**src/rtl/mwg_pkg.sv**
```systemverilog
package mwg_pkg;
  localparam int SAMPLE_W   = 8;
  localparam int PHASE_W    = 10;
  localparam int PHASE_STEP = 32;
  localparam int LUT_AW     = PHASE_W - $clog2(PHASE_STEP);

  typedef enum logic [1:0] {
    WAVE_SQUARE = 2'd0,
    WAVE_RAMP   = 2'd1,
    WAVE_TRI    = 2'd2,
    WAVE_SINE   = 2'd3
  } wave_e;

  typedef logic [SAMPLE_W-1:0] sample_t;
endpackage

```
**src/rtl/mwg_tick_div.sv**
```systemverilog
module mwg_tick_div #(
  parameter int DIV_W = 24
) (
  input  logic             clk_i,
  input  logic             rst_ni,
  input  logic [DIV_W-1:0] limit_i,
  output logic             tick_o
);
  logic [DIV_W-1:0] cnt_q;
  logic [DIV_W-1:0] lim_eff;

  assign lim_eff = (limit_i == '0) ? DIV_W'(1) : limit_i;
  // >= so a live drop of the limit below the count fires at once
  assign tick_o  = (cnt_q >= lim_eff);

  always_ff @(posedge clk_i or negedge rst_ni) begin
    if (!rst_ni)     cnt_q <= '0;
    else if (tick_o) cnt_q <= '0;
    else             cnt_q <= cnt_q + 1'b1;
  end

  p_tick_gap_r2: assert property (@(posedge clk_i) disable iff (!rst_ni)
    tick_o |=> !tick_o);
  p_count_step_r2: assert property (@(posedge clk_i) disable iff (!rst_ni)
    !tick_o |=> (cnt_q == $past(cnt_q) + 1'b1));
  p_restart_r3: assert property (@(posedge clk_i) disable iff (!rst_ni)
    tick_o |=> (cnt_q == '0));
endmodule

```
**src/rtl/mwg_sine_lut.sv**
```systemverilog
module mwg_sine_lut
  import mwg_pkg::*;
(
  input  logic [LUT_AW-1:0] idx_i,
  output sample_t           sample_o
);
  localparam int QTR = 2 ** (LUT_AW - 2);

  logic [LUT_AW-3:0] pos;
  logic [LUT_AW-2:0] qi;
  logic [6:0]        mag;

  // quarter-wave magnitudes, round(127*sin(2*pi*i/32)), i = 0..8
  function automatic logic [6:0] qtr_mag(input logic [LUT_AW-2:0] i);
    case (i)
      4'd0:    return 7'd0;
      4'd1:    return 7'd25;
      4'd2:    return 7'd49;
      4'd3:    return 7'd71;
      4'd4:    return 7'd90;
      4'd5:    return 7'd106;
      4'd6:    return 7'd117;
      4'd7:    return 7'd125;
      default: return 7'd127;
    endcase
  endfunction

  assign pos = idx_i[LUT_AW-3:0];
  // falling quarters mirror the index
  assign qi  = idx_i[LUT_AW-2] ? ((LUT_AW-1)'(QTR) - {1'b0, pos}) : {1'b0, pos};
  assign mag = qtr_mag(qi);
  assign sample_o = idx_i[LUT_AW-1] ? (8'd128 - {1'b0, mag}) : (8'd128 + {1'b0, mag});
endmodule

```
**src/rtl/mwg_wave_core.sv**
```systemverilog
module mwg_wave_core
  import mwg_pkg::*;
(
  input  logic    clk_i,
  input  logic    rst_ni,
  input  wave_e   sel_i,
  input  logic    tick_i,
  output sample_t raw_o
);
  wave_e              wave_q;
  sample_t            smp_q, smp_d;
  logic               dir_up_q, dir_up_d;
  logic [PHASE_W-1:0] phase_q, phase_d;
  logic               sel_chg;
  sample_t            sine_smp;

  assign sel_chg = (sel_i != wave_q);

  mwg_sine_lut i_lut (
    .idx_i    (phase_q[PHASE_W-1 -: LUT_AW]),
    .sample_o (sine_smp)
  );

  always_comb begin
    smp_d    = smp_q;
    dir_up_d = dir_up_q;
    phase_d  = phase_q;
    if (tick_i) begin
      unique case (wave_q)
        WAVE_SQUARE: smp_d = (smp_q == '0) ? '1 : '0;
        WAVE_RAMP:   smp_d = (smp_q != '1) ? smp_q + 1'b1 : '0;
        WAVE_TRI: begin
          if (dir_up_q) begin
            if (smp_q == '1) begin
              dir_up_d = 1'b0;
              smp_d    = smp_q - 1'b1;
            end else begin
              smp_d    = smp_q + 1'b1;
            end
          end else begin
            if (smp_q == '0) begin
              dir_up_d = 1'b1;
              smp_d    = smp_q + 1'b1;
            end else begin
              smp_d    = smp_q - 1'b1;
            end
          end
        end
        WAVE_SINE:   phase_d = phase_q + PHASE_W'(PHASE_STEP);
        default:     smp_d = smp_q;
      endcase
    end
  end

  always_ff @(posedge clk_i or negedge rst_ni) begin
    if (!rst_ni) begin
      wave_q   <= WAVE_SQUARE;
      smp_q    <= '0;
      dir_up_q <= 1'b1;
      phase_q  <= '0;
    end else if (sel_chg) begin
      wave_q   <= sel_i;
      smp_q    <= '0;
      dir_up_q <= 1'b1;
      phase_q  <= '0;
    end else begin
      smp_q    <= smp_d;
      dir_up_q <= dir_up_d;
      phase_q  <= phase_d;
    end
  end

  assign raw_o = (wave_q == WAVE_SINE) ? sine_smp : smp_q;

  p_square_levels_r4: assert property (@(posedge clk_i) disable iff (!rst_ni)
    (wave_q == WAVE_SQUARE) |-> (smp_q == '0 || smp_q == '1));
  p_ramp_step_r5: assert property (@(posedge clk_i) disable iff (!rst_ni)
    (wave_q == WAVE_RAMP && tick_i && !sel_chg) |=> (smp_q == $past(smp_q) + 8'd1));
  p_tri_step_r6: assert property (@(posedge clk_i) disable iff (!rst_ni)
    (wave_q == WAVE_TRI && !sel_chg) |=>
      (smp_q == $past(smp_q) + 8'd1 || smp_q == $past(smp_q) - 8'd1 || smp_q == $past(smp_q)));
  p_phase_align_r7: assert property (@(posedge clk_i) disable iff (!rst_ni)
    phase_q[$clog2(PHASE_STEP)-1:0] == '0);
  p_sel_clear_r9: assert property (@(posedge clk_i) disable iff (!rst_ni)
    sel_chg |=> (smp_q == '0 && phase_q == '0 && dir_up_q));
endmodule

```
**src/rtl/mwg_amp_scale.sv**
```systemverilog
module mwg_amp_scale
  import mwg_pkg::*;
(
  input  logic    clk_i,
  input  logic    rst_ni,
  input  sample_t raw_i,
  input  sample_t amp_i,
  output sample_t dac_o
);
  logic [2*SAMPLE_W-1:0] prod;

  assign prod = raw_i * amp_i;

  always_ff @(posedge clk_i or negedge rst_ni) begin
    if (!rst_ni) dac_o <= '0;
    else         dac_o <= prod[2*SAMPLE_W-1:SAMPLE_W];
  end

  p_zero_amp_r8: assert property (@(posedge clk_i) disable iff (!rst_ni)
    (amp_i == '0) |=> (dac_o == '0));
  p_below_raw_r8: assert property (@(posedge clk_i) disable iff (!rst_ni)
    1'b1 |=> (dac_o <= $past(raw_i)));
endmodule

```
**src/rtl/multiwave_gen.sv**
```systemverilog
module multiwave_gen
  import mwg_pkg::*;
#(
  parameter int DIV_W = 24
) (
  input  logic             clk_i,
  input  logic             rst_ni,
  input  logic [1:0]       wave_sel_i,
  input  logic [DIV_W-1:0] div_limit_i,
  input  logic [7:0]       amp_i,
  output logic [7:0]       dac_o
);
  logic    tick;
  sample_t raw;

  mwg_tick_div #(.DIV_W(DIV_W)) i_div (
    .clk_i   (clk_i),
    .rst_ni  (rst_ni),
    .limit_i (div_limit_i),
    .tick_o  (tick)
  );

  mwg_wave_core i_core (
    .clk_i  (clk_i),
    .rst_ni (rst_ni),
    .sel_i  (wave_e'(wave_sel_i)),
    .tick_i (tick),
    .raw_o  (raw)
  );

  mwg_amp_scale i_scale (
    .clk_i  (clk_i),
    .rst_ni (rst_ni),
    .raw_i  (raw),
    .amp_i  (amp_i),
    .dac_o  (dac_o)
  );

  p_reset_out_r1: assert property (@(posedge clk_i) disable iff (!rst_ni)
    $rose(rst_ni) |-> (dac_o == 8'd0));
endmodule

```
**config.mk**
```make
export PLATFORM = sky130hd
export DESIGN_NAME = multiwave_gen
export DESIGN_NICKNAME = d
export VERILOG_FILES = /design/src/rtl/mwg_pkg.sv /design/src/rtl/mwg_tick_div.sv /design/src/rtl/mwg_sine_lut.sv /design/src/rtl/mwg_wave_core.sv /design/src/rtl/mwg_amp_scale.sv /design/src/rtl/multiwave_gen.sv
export SDC_FILE = /design/constraint.sdc
export NUM_CORES = 1
export LEC_CHECK = 0
export ABC_AREA = 1
export BUFFER_PORTS_ARGS = -buffer_cell sky130_fd_sc_hd__buf_2
export CAP_MARGIN = 20
export CORE_ASPECT_RATIO = 0.6
export CORE_MARGIN = 10
export CORE_UTILIZATION = 57
export CTS_BUF_LIST = sky130_fd_sc_hd__clkbuf_16
export DETAILED_ROUTE_END_ITERATION = 6
export GPL_ROUTABILITY_DRIVEN = 0
export GPL_TIMING_DRIVEN = 0
export PLACE_DENSITY = 0.72
export SYNTH_ARGS = -nofsm -noshare
export SYNTH_HDL_FRONTEND = slang
export SYNTH_SLANG_ARGS = --single-unit
```
**constraint.sdc**
```tcl
create_clock -name clk_i -period 12.2 [get_ports clk_i]
set_clock_uncertainty 0.15 [all_clocks]
set_input_delay 1.83 -clock clk_i [delete_from_list [all_inputs] [get_ports clk_i]]
set_output_delay 1.83 -clock clk_i [all_outputs]
set_load 0.01 [all_outputs]
```
======== Word level (Yosys, flattened, before mapping) ========
Memories as Yosys holds them, arrays and structs flattened.
Cells that the tools add are included.
W data, S select, Z words.
operators by class
  add/subtract/negate cells ............... 7
  multiply operators ...................... 1
  $lt $le $gt $ge ......................... 1
  equal/unequal tests ..................... 6
  muxes and demuxes ....................... 23
  reductions and logical operators ........ 10
operator list
  cell                     count
  $mux W8                  9
  $mux W24                 2
  $mux W10                 3
  $add A24 B1 Y24 const B  1
  $ge A24 B24 Y1           1
  $logic_not A24 Y1        1
  $pmux W8 S3              1
  $mul A8 B8 Y16           1
  $add A10 B6 Y10 const B  1
  $add A8 B1 Y8 const B    1
  $add A8 B7 Y8 const A    1
  $eq A8 B8 Y1 const B     1
  $logic_not A8 Y1         1
  $ne A8 B8 Y1 const B     1
  $sub A8 B1 Y8 const B    1
  $sub A8 B7 Y8 const A    1
  $mux W7                  1
  $mux W1                  6
  $reduce_and A2 Y1        3
  $reduce_bool A2 Y1       3
  $eq A2 B2 Y1 const B     2
  $mux W4                  1
  $reduce_bool A4 Y1       1
  $sub A4 B3 Y4 const A    1
  3 further kinds          3
storage, ports and cells
  flip-flop bits (word level) ............. 53
  ROM bits ................................ 56
  logic and storage cells ................. 55
  memories kept ........................... 1
memory list
  memory            words  bits a word  read ports  clocked after Yosys merged registers in  write ports  line                text
  (name not given)  8      7            1           0                                        0            mwg_sine_lut.sv:15  case (i)

======== Logic depth before layout (Yosys ltp) ========
Gate-level depths: netlist of run 1.
An unclocked memory read counts as a cell.
  word-level depth ........................ 8
  mapped depth ............................ 33
  depth with buffers taken out ............ 33

======== Hierarchy ========
From an unflattened synthesis of run 1, not the netlist that was laid out.
unflattened totals
  cells, all modules ...................... 938
  area total of the unflattened synthesis .. 6309.8 um2
modules (own cells, without submodules)
  module         times used  cells each  area each (um2)
  mwg_amp_scale  1           341         2407.3
  mwg_tick_div   1           293         2013.2
  mwg_wave_core  1           233         1471.4
  mwg_sine_lut   1           71          417.9

======== Worst setup path before layout of run 1 ========
Ideal clock, no wire load.
  path kind ............................... flip-flop to flip-flop
  start point ............................. register i_core.phase_q[5]
  end point ............................... register i_scale.dac_o[6]
  library setup time ...................... 0.117 ns
  data arrival time ....................... 5.616 ns
  data required time ...................... 11.933 ns
  setup slack ............................. 6.317 ns
  stages on the path, launching flop included .. 32
  cell sequence ........................... dfrtp_1 > inv_1 > ha_1 > nand2_1 > nand2_2 > ha_1 > inv_1 > nand2_2 > nand2_1 > nand2_1 > inv_1 > ha_1 > inv_1 > nand2_1 > xor2_1 > nand2_1 > o21ai_1 > or2_2 > fa_1 > fa_1 > inv_1 > fa_1 > inv_1 > fa_1 > inv_1 > ha_1 > a21oi_1 > o21ai_0 > a221oi_1 > nand2_1 > nand2_1 > nand2_1
on the way
  word-level cells in the longest chain between the ends .. 8
RTL lines
  what                                                   line                 text
  start, declared                                        mwg_wave_core.sv:13  logic [PHASE_W-1:0] phase_q, phase_d;
  start signal, assigned                                 mwg_wave_core.sv:69  phase_q <= phase_d;
  $sub A4 B3 Y4                                          mwg_sine_lut.sv:30   assign qi = idx_i[LUT_AW-2] ? ((LUT_AW-1)'(QTR) - {1'b0, pos}) : {1'b0, pos};
  $mux W4 *                                              mwg_sine_lut.sv:30
  $mem_v2 Z8 W7                                          -
  $mux W7 *                                              mwg_sine_lut.sv:15
  $add A8 B7 Y8 / $sub A8 B7 Y8 (equally long branches)  mwg_sine_lut.sv:32   assign sample_o = idx_i[LUT_AW-1] ? (8'd128 - {1'b0, mag}) : (8'd128 + {1'b0, mag});
  $mux W8 *                                              mwg_sine_lut.sv:32
  $mux W8 *                                              mwg_wave_core.sv:73  assign raw_o = (wave_q == WAVE_SINE) ? sine_smp : smp_q;
  $mul A8 B8 Y16 *                                       mwg_amp_scale.sv:12  assign prod = raw_i * amp_i;
  via i_scale.prod[14]                                   mwg_amp_scale.sv:10  logic [2*SAMPLE_W-1:0] prod;
  end signal, assigned                                   mwg_amp_scale.sv:16  else dac_o <= prod[2*SAMPLE_W-1:SAMPLE_W];
  end, declared                                          mwg_amp_scale.sv:8   output sample_t dac_o
Mark *: on every way through the listed nets, which the timed path passes. The rest lies on a longest branch.
A chain may end at the register's enable or synchronous reset.

======== Worst setup path after layout of run 1 ========
Ends and elaborated chain as after synthesis.

==> results of run 1 <==
## worst min path at each step
stage | start | end | slack (ns) | cells after the start
4_1_cts | i_core.dir_up_q$_DFFE_PN1P_ | i_core.dir_up_q$_DFFE_PN1P_ | 0.34 | 2
3_5_place_dp | i_core.dir_up_q$_DFFE_PN1P_ | i_core.dir_up_q$_DFFE_PN1P_ | 0.33 | 2
5_1_grt | i_core.dir_up_q$_DFFE_PN1P_ | i_core.dir_up_q$_DFFE_PN1P_ | 0.36 | 2
3_3_place_gp | i_core.dir_up_q$_DFFE_PN1P_ | i_core.dir_up_q$_DFFE_PN1P_ | 0.31 | 2
2_1_floorplan | i_core.dir_up_q$_DFFE_PN1P_ | i_core.dir_up_q$_DFFE_PN1P_ | 0.30 | 2
6_report | i_core.dir_up_q$_DFFE_PN1P_ | i_core.dir_up_q$_DFFE_PN1P_ | 0.33 | 2
## layout make-up
class	instances	area [sq um]
Fill cell	873	3540
Sequential cell	48	1200
Multi-Input combinational cell	567	3970
Buffer	16	75.1
Clock inverter	3	15.0
Inverter	136	510
Timing Repair Buffer	44	235
Tap cell	135	169
Clock buffer	5	125
## power groups by stage
stage	Clock [mW]	Combinational [mW]	Sequential, mW
global route	0.143	0.334	0.217
floorplan	0	0.198	0.214
finish	0.134	0.296	0.212
detailed placement	0	0.288	0.214
global placement	0	0.278	0.214
CTS	0.135	0.291	0.212
## worst max-delay path: cells and delay by family (launching register included)
| kind | cells | cell delay, ns |
|---|---|---|
| AND/OR/NAND/NOR | 11 | 0.89 |
| buffers and inverters | 6 | 0.47 |
| XOR/XNOR | 1 | 0.22 |
| adder cells (fa/ha/maj) | 8 | 3.34 |
| flip-flops | 1 | 0.49 |
| AO/OA/AOI/OAI | 4 | 1.22 |
## logic make-up after synthesis
group / after synthesis / share of synthesized area [%]
compound gates: 76 / 7.50
flops: 48 / 20.9
buf+inv: 152 / 10.2
simple gates: 354 / 29.2
fa+ha+maj: 105 / 27.4
xor+xnor: 32 / 4.87
## metrics by stage
| step | setup WS [ns] | hold slack (ns) | std cells | total power, mW |
|---|---|---|---|---|
| 2_1_floorplan | 6.32 | 0.296 | 767 | 0.411 |
| 3_3_place_gp | 5.60 | 0.309 | 945 | 0.492 |
| 3_5_place_dp | 5.49 | 0.334 | 945 | 0.502 |
| 4_1_cts | 5.46 | 0.343 | 953 | 0.639 |
| 5_1_grt | 4.96 | 0.359 | 954 | 0.694 |
| 6_report | 5.29 | 0.334 | 954 | 0.643 |
## routing by layer
metal | global-route usage, % | vias to the layer above | part of all wire [%]
li1 | - | 2580 | -
met1 | 30.3 | 2484 | 49
met2 | 26.5 | 266 | 39
met3 | 7.79 | 10 | 11
met4 | 2.31 | 0 | 0.41
met5 | 0 | - | 0
## state kept, by name (all words and copies together) (netlist names)
register and flops:
i_div.cnt_q 24, i_core.smp_q 8, i_scale.dac_o 8, i_core.phase_q 5, i_core.dir_up_q 1, i_core.wave_q 2
## cell usage after synthesis, drive strengths merged (7+ instances only)
master	n
a21oi	35
buf	11
dfrtp	47
fa	35
ha	70
inv	136
nand2	130
nand3	58
nand4	32
nor2	98
nor3	18
o21ai	27
or2	7
xnor2	12
xor2	20
==> results.md, run 1 <==
Worst hold path:
- The tightest min-delay check is of the register to register type.

Yosys:
- The synthesized area per cell is 7.50 sq um.
- The distinct cell type count after synthesis is 44.
- After synthesis, the share of flip-flops with an asynchronous set or reset is 100%.
- The netlist area before placement is 5760 sq um.
- Yosys printed 0 warnings.
- Of all cell types, the one taking the most synthesized area is sky130_fd_sc_hd__dfrtp_1.
- The synthesized netlist net count is 908.
- The synthesized design devotes to its leading area cell type 20.4% of total area.
- Among all flip-flop cells after synthesis, the most frequent one is sky130_fd_sc_hd__dfrtp_1.
- After synthesis, the cell types taking the most area are sky130_fd_sc_hd__dfrtp_1 20%, sky130_fd_sc_hd__ha_1 15%, sky130_fd_sc_hd__fa_1 12%.
- The synthesized netlist cell count is 767.
- The number of storage elements in the synthesis netlist is 48.
- The share of synthesized area occupied by flip-flops and latches is 20.9%.
- The count of flip-flops with a built-in enable after synthesis is 0.

Timing:
- The measured slew at the worst slew-check pin is 0.836 ns.
- The time the worst path needs with I/O delays and setup is 6.91 ns.
- The final count of pins violating max slew is 0.
- The hold violation count in the final report came to 0.
- The final critical path takes up 56.6% of the cycle.
- The setup-violating endpoint count in the final report is 0.
- Setup repair after global routing left no endpoint under its margin.
- The post-route setup TNS is 0 ns.
- The worst pin sits at a relative slew slack of 43.9%.
- The fmax is 0.145 GHz.

Placement:
- After detailed placement, the total cell area comes to 6140 sq um.
- The number of buffer cells added on primary ports is 43.
- After legalization and detailed placement, the total HPWL measured 12.2 mm.

Pwr:
- The switching power is 269 uW.
- Net switching is 41.9% of the power.
- The power density over cell area is 102 nW/um^2.
- The analysis attributes to cell leakage a power of 3.47 nW.
- In this run, the combinational gates consume 46.1% of the power.
- VDD sags by at most 0.0000702 V.
- The portion of total power attributed to the clock network is 20.8%.
- The sequential fraction of design power is 33.0%.
- The internal portion of the total power is 373 uW.

Setup path:
- The kind of launch point of the worst setup path is a register.
- The type of the worst setup path is register to register.
- In this run the critical register-to-register path is captured at i_scale.dac_o[6]$_DFF_PN0_.
- For flop-to-flop paths, the worst setup slack is 5.29 ns.
- The cell at the slowest stage of the critical path is sky130_fd_sc_hd__fa_1.
- The critical path's most frequent cell is sky130_fd_sc_hd__nand2_1.
- The capturing element type of the critical path is a register.
- The critical path endpoint is i_scale.dac_o[6]$_DFF_PN0_.
- Of all nets on the critical path, the largest fanout is 8.
- The depth of the most critical reg-to-reg path is 30.
- The critical path arrival is 6.94 ns.
- The timing startpoint of the critical path is i_core.phase_q[5]$_DFFE_PN0P_.
- The worst register-to-register path begins at i_core.phase_q[5]$_DFFE_PN0P_.
- The required time of the worst setup path is 12.23 ns.
- On the worst path, the slowest cell contributes a delay of 0.62 ns.

Die:
- The number of placement rows is 28.
- The area inside the core boundary is 9840 sq um.
- The starting utilization of the core area is 58.5%.
- The floorplan step set the die height to 97.8 um.
- The number of top-level pins is 44.
- The die boundary width is 150 um.
- The floorplan step defined a die boundary enclosing 14600 sq um.

Drt:
- The overall routed net length is 14.8 mm.
- The routed layout has 5340 vias.
- The pre-antenna-repair detailed-routing pass consisted of 5 iterations.
- In the final routed layout, each cell accounts on average for 15.5 um.
- The remaining antenna violation count after routing is 0.
- The number of remaining DRC errors is 0.
- For this block, the initial DRC count from the detailed router was 499.
- After detailed routing, the number of vias per cell comes to 5.60.

Cells and area:
- Of the cells placed in the final design, the portion with a size suffix greater than 1 is 11.4%.
- Leaving out fill and tap cells, the most frequent cell in the layout is sky130_fd_sc_hd__inv_1.
- The relative area change from synthesis to final layout is 9.46%.
- The cell area after layout is 6300 sq um.
- Cells fill 64.0% of the core in the end.
- The post-layout net count is 959.
- The count of antenna diodes in the layout is 0.
- Leaving out fill and tap cells, the most frequent cells in the layout are 135 x sky130_fd_sc_hd__inv_1, 120 x sky130_fd_sc_hd__nand2_1, 93 x sky130_fd_sc_hd__nor2_1.

GRT:
- The global-route wire length before repair is 24.7 mm.
- For this run the aggregate overflow at the end of global routing stands at 0.
- The via count of the first global-routing pass is 5122.
- The maximum number of pins on one net before global-route repair is 49.
- Global routing used 20.0% of the available tracks.
- The initial antenna violation count is 0.

Clock tree:
- The CTS H-tree depth is 2.
- Counting along the longest clock path gives a buffer depth of 2.
- The clock net sink count is 48.
- The tree is rooted in a sky130_fd_sc_hd__clkbuf_16.
- The total clock buffers created by CTS is 5.
- The clock transition at the registers of the reported paths is 0.06 ns.
- TritonCTS built the clock tree.
- The post-cts sizing count is 0.
- Post-CTS timing repair inserted 0 buffers for setup.
- The later-pin clock latency in the skew report is 0.29 ns.
- The number of hold-repair buffers added at the cts stage is 0.

Outcome:
- The flow ran to the end, and the final reports show no timing, DRC or antenna violations.

Flow run:
- The number of violations of the max-capacitance limit is 0.
Note: power is estimated with default switching activity, not from simulation.
==> run 2, diff against run 1 <==
==> constraint.sdc (replaced) <==
create_clock -name clk_i -period 7.2 [get_ports clk_i]
set_clock_uncertainty 0.15 [all_clocks]
set_input_delay 1.08 -clock clk_i [delete_from_list [all_inputs] [get_ports clk_i]]
set_output_delay 1.08 -clock clk_i [all_outputs]
set_load 0.01 [all_outputs]
==> results.md, run 2 (synthesis gave the netlist of run 1 again) <==
Setup path:
- Counting both buffers and inverters, the worst setup path holds a total of 7.
- The worst flop-to-flop path endpoint is i_scale.dac_o[6]$_DFF_PN0_.
- The critical path's most frequent cell is sky130_fd_sc_hd__nand2_1.
- The critical path arrival is 6.71 ns.
- For this design, the slowest cell found on the critical path is sky130_fd_sc_hd__fa_1.
- The capturing element type of the critical path is a register.
- The number of cells on the worst reg-to-reg path is 31.
- The required time of the worst setup path is 7.22 ns.
- The largest delay contributor family on the critical path is adder cells.
- The type of the worst setup path is register to register.
- The worst-path maximum fanout is 8.
- The kind of launch point of the worst setup path is a register.
- The worst register-to-register path begins at i_core.phase_q[5]$_DFFE_PN0P_.
- The largest stage delay on the critical path is 0.59 ns.
- The setup slack of the worst register-to-register path is 0.52 ns.

Drt:
- The mean routed wirelength per cell is 15.4 um.
- For this run, design rule violations remaining after detail routing come to 0.
- For this run, the detailed router's first-pass iteration total came to 5.
- The final layout contains routed wiring with a total length of 14.7 mm.
- The via count is 5334.
- After detailed routing, the number of vias per cell comes to 5.59.
- The detailed router finished its first iteration with 521 violations.
- The remaining antenna violation count after routing is 0.

Clock tree:
- The total clock buffers created by CTS is 5.
- The H-tree generated during clock tree synthesis spans 2 levels.
- The later-pin clock latency in the skew report is 0.29 ns.
- Hold repair after CTS inserted 0 buffers.
- After clock tree synthesis, the clock-pin slew on the worst setup and hold paths is 0.06 ns.
- The tree is rooted in a sky130_fd_sc_hd__clkbuf_16.
- The number of setup buffers added after CTS is 0.
- The clock net in this run drives a total of 48 sinks.
- The TritonCTS clock tree is yes.
- The maximum count of clock buffers along a single path is 2.

GRT:
- The initial antenna violation count came to 0.
- The first global-routing pass estimated 24.7 mm of wire.
- The via count of the first global-routing pass is 5122.
- Global routing used 20.0% of the available tracks.
- Entering global routing, the biggest net connects 49 pins.
- Global routing finished with a remaining overflow of 0.

Timing:
- The final count of pins violating max slew came to 0.
- Headroom to the max-slew limit came out at 57.1%.
- Setup repair after global routing left no endpoint under its margin.
- Setup violations remaining at the end of the flow were counted as 0.
- The fmax is 0.150 GHz.
- For the pin with the worst max-slew slack, the measured transition is 0.643 ns.
- The worst path in the final design needs a cycle of 6.68 ns, including I/O delays and setup.
- The hold violation count in the final report is 0.
- The final critical path takes up 92.8% of the cycle.
- Adding up every negative setup slack in the final design gives 0 ns.

Cells and area:
- Compared with the post-synthesis result, the final layout area differs by 9.52%.
- In the final design database the tool counted 959 nets.
- In the final layout, the registers with the most flip-flops are i_div.cnt_q: 24 flops, i_core.smp_q: 8 flops, i_scale.dac_o: 8 flops.
- Leaving out fill and tap cells, the most frequent cell in the layout is sky130_fd_sc_hd__inv_1.
- The repair_antennas step left the layout with diodes totalling 0.
- The core utilization of the finished layout is 64.0%.
- In the layout the commonest cells are 135 x sky130_fd_sc_hd__inv_1, 120 x sky130_fd_sc_hd__nand2_1, 93 x sky130_fd_sc_hd__nor2_1.
- Of the cells placed in the final design, the portion with a size suffix greater than 1 is 11.5%.
- The layout has 871 filler cells.
- The number of flip-flops under the largest register name is 24.
- The register with the most flip-flops in the final layout is i_div.cnt_q.
- After the flow finishes, the layout carries non-filler instances totaling 954.

Worst hold path:
- The worst min-delay path endpoint is i_core.dir_up_q$_DFFE_PN1P_.
- The tightest min-delay check is of the register to register type.
- The worst hold path begins at i_core.dir_up_q$_DFFE_PN1P_.
- The cell depth of the worst hold path is 2.

Die:
- The die boundary width is 150 um.
- The number of top-level pins is 44.
- The initial utilization of the core area, before any placement, comes to 58.5%.
- The full die area is 14600 sq um.
- In this run the vertical extent of the chip is 97.8 um.
- The area inside the core boundary is 9840 sq um.
- In this run the core area contains 28 standard-cell rows.

Flow run:
- The number of violations of the max-capacitance limit is 0.

Pwr:
- Across the VDD grid, the largest voltage drop is 0.000119 V.
- The leakage dissipation is 3.47 nW.
- For this design the ratio of total power to cell area is 173 nW/um^2.

Placement:
- Including well taps, the total number of placed cells is 945.
- The post-DP HPWL is 12.2 mm.
- During placement, the flow inserted port buffers numbering 43.

Outcome:
- The flow ran to the end, and the final reports show no timing, DRC or antenna violations.
[run 2: cell count changes in the layout (fill, tap and decap cells not counted)]
cell                      change
sky130_fd_sc_hd__o21ai_1      -1
sky130_fd_sc_hd__o21ai_2      +1
[run 2: cell type report]
cell class	instances	area [sq um]	area share (%)
inverters	136	510	8.10
flip-flops and latches	48	1200	19.1
multi-input cells	567	3970	63.0
plain buffers	16	75.1	1.19
clock inverters	3	15.0	0.238
clock buffers	5	125	1.98
repair buffers	44	235	3.73
well taps	135	169	2.68
[run 2: per-stage QoR]
| step | hold slack [ns] | instance area (sq um) | setup slack (ns) | total power [mW] |
|---|---|---|---|---|
| finish | 0.335 | 6300 | 0.516 | 1.09 |
| global route | 0.359 | 6300 | 0.158 | 1.18 |
| CTS | 0.343 | 6280 | 0.456 | 1.08 |
| detailed placement | 0.334 | 6140 | 0.489 | 0.851 |
| global placement | 0.309 | 6140 | 0.602 | 0.833 |
| floorplan | 0.296 | 5760 | 1.32 | 0.697 |
[run 2: worst max path at each step]
stage / slack, ns / start / endpoint / depth (start not counted)
final: 0.52 / i_core.phase_q[5]$_DFFE_PN0P_ / i_scale.dac_o[6]$_DFF_PN0_ / 31
after global routing: 0.16 / i_core.phase_q[5]$_DFFE_PN0P_ / i_scale.dac_o[6]$_DFF_PN0_ / 31
after CTS: 0.46 / i_core.phase_q[5]$_DFFE_PN0P_ / i_scale.dac_o[6]$_DFF_PN0_ / 31
after detailed placement: 0.49 / i_core.phase_q[5]$_DFFE_PN0P_ / i_scale.dac_o[6]$_DFF_PN0_ / 30
after global placement: 0.60 / i_core.phase_q[5]$_DFFE_PN0P_ / i_scale.dac_o[6]$_DFF_PN0_ / 31
after floorplan: 1.32 / i_core.phase_q[5]$_DFFE_PN0P_ / i_scale.dac_o[6]$_DFF_PN0_ / 31
[run 2: where the power goes]
part	switching, mW	internal (mW)
registers	0.0424	0.317
logic	0.313	0.189
clock network	0.100	0.126
[run 2: what timing repair did]
action / in CTS / in global routing
endpoints found under the setup margin: 0 / 1
resized for setup: 0 / 1
hold endpoints to repair: 0 / 0
[run 2: worst reg2reg max path: cells and delay by family, from the launching register on]
family | cells | cell delay [ns]
AO/OA/AOI/OAI | 4 | 0.90
XOR/XNOR | 1 | 0.18
adder cells (fa/ha/maj) | 8 | 3.20
buffers and inverters | 7 | 0.54
flip-flops | 1 | 0.50
AND/OR/NAND/NOR | 11 | 1.09
[run 2: routing by layer]
metal	vias up	routed length, um	GRT usage [%]
met5	-	0	0
met4	0	76	2.31
met3	12	1570	7.79
met2	267	5750	26.5
met1	2475	7320	30.3
li1	2580	-	-
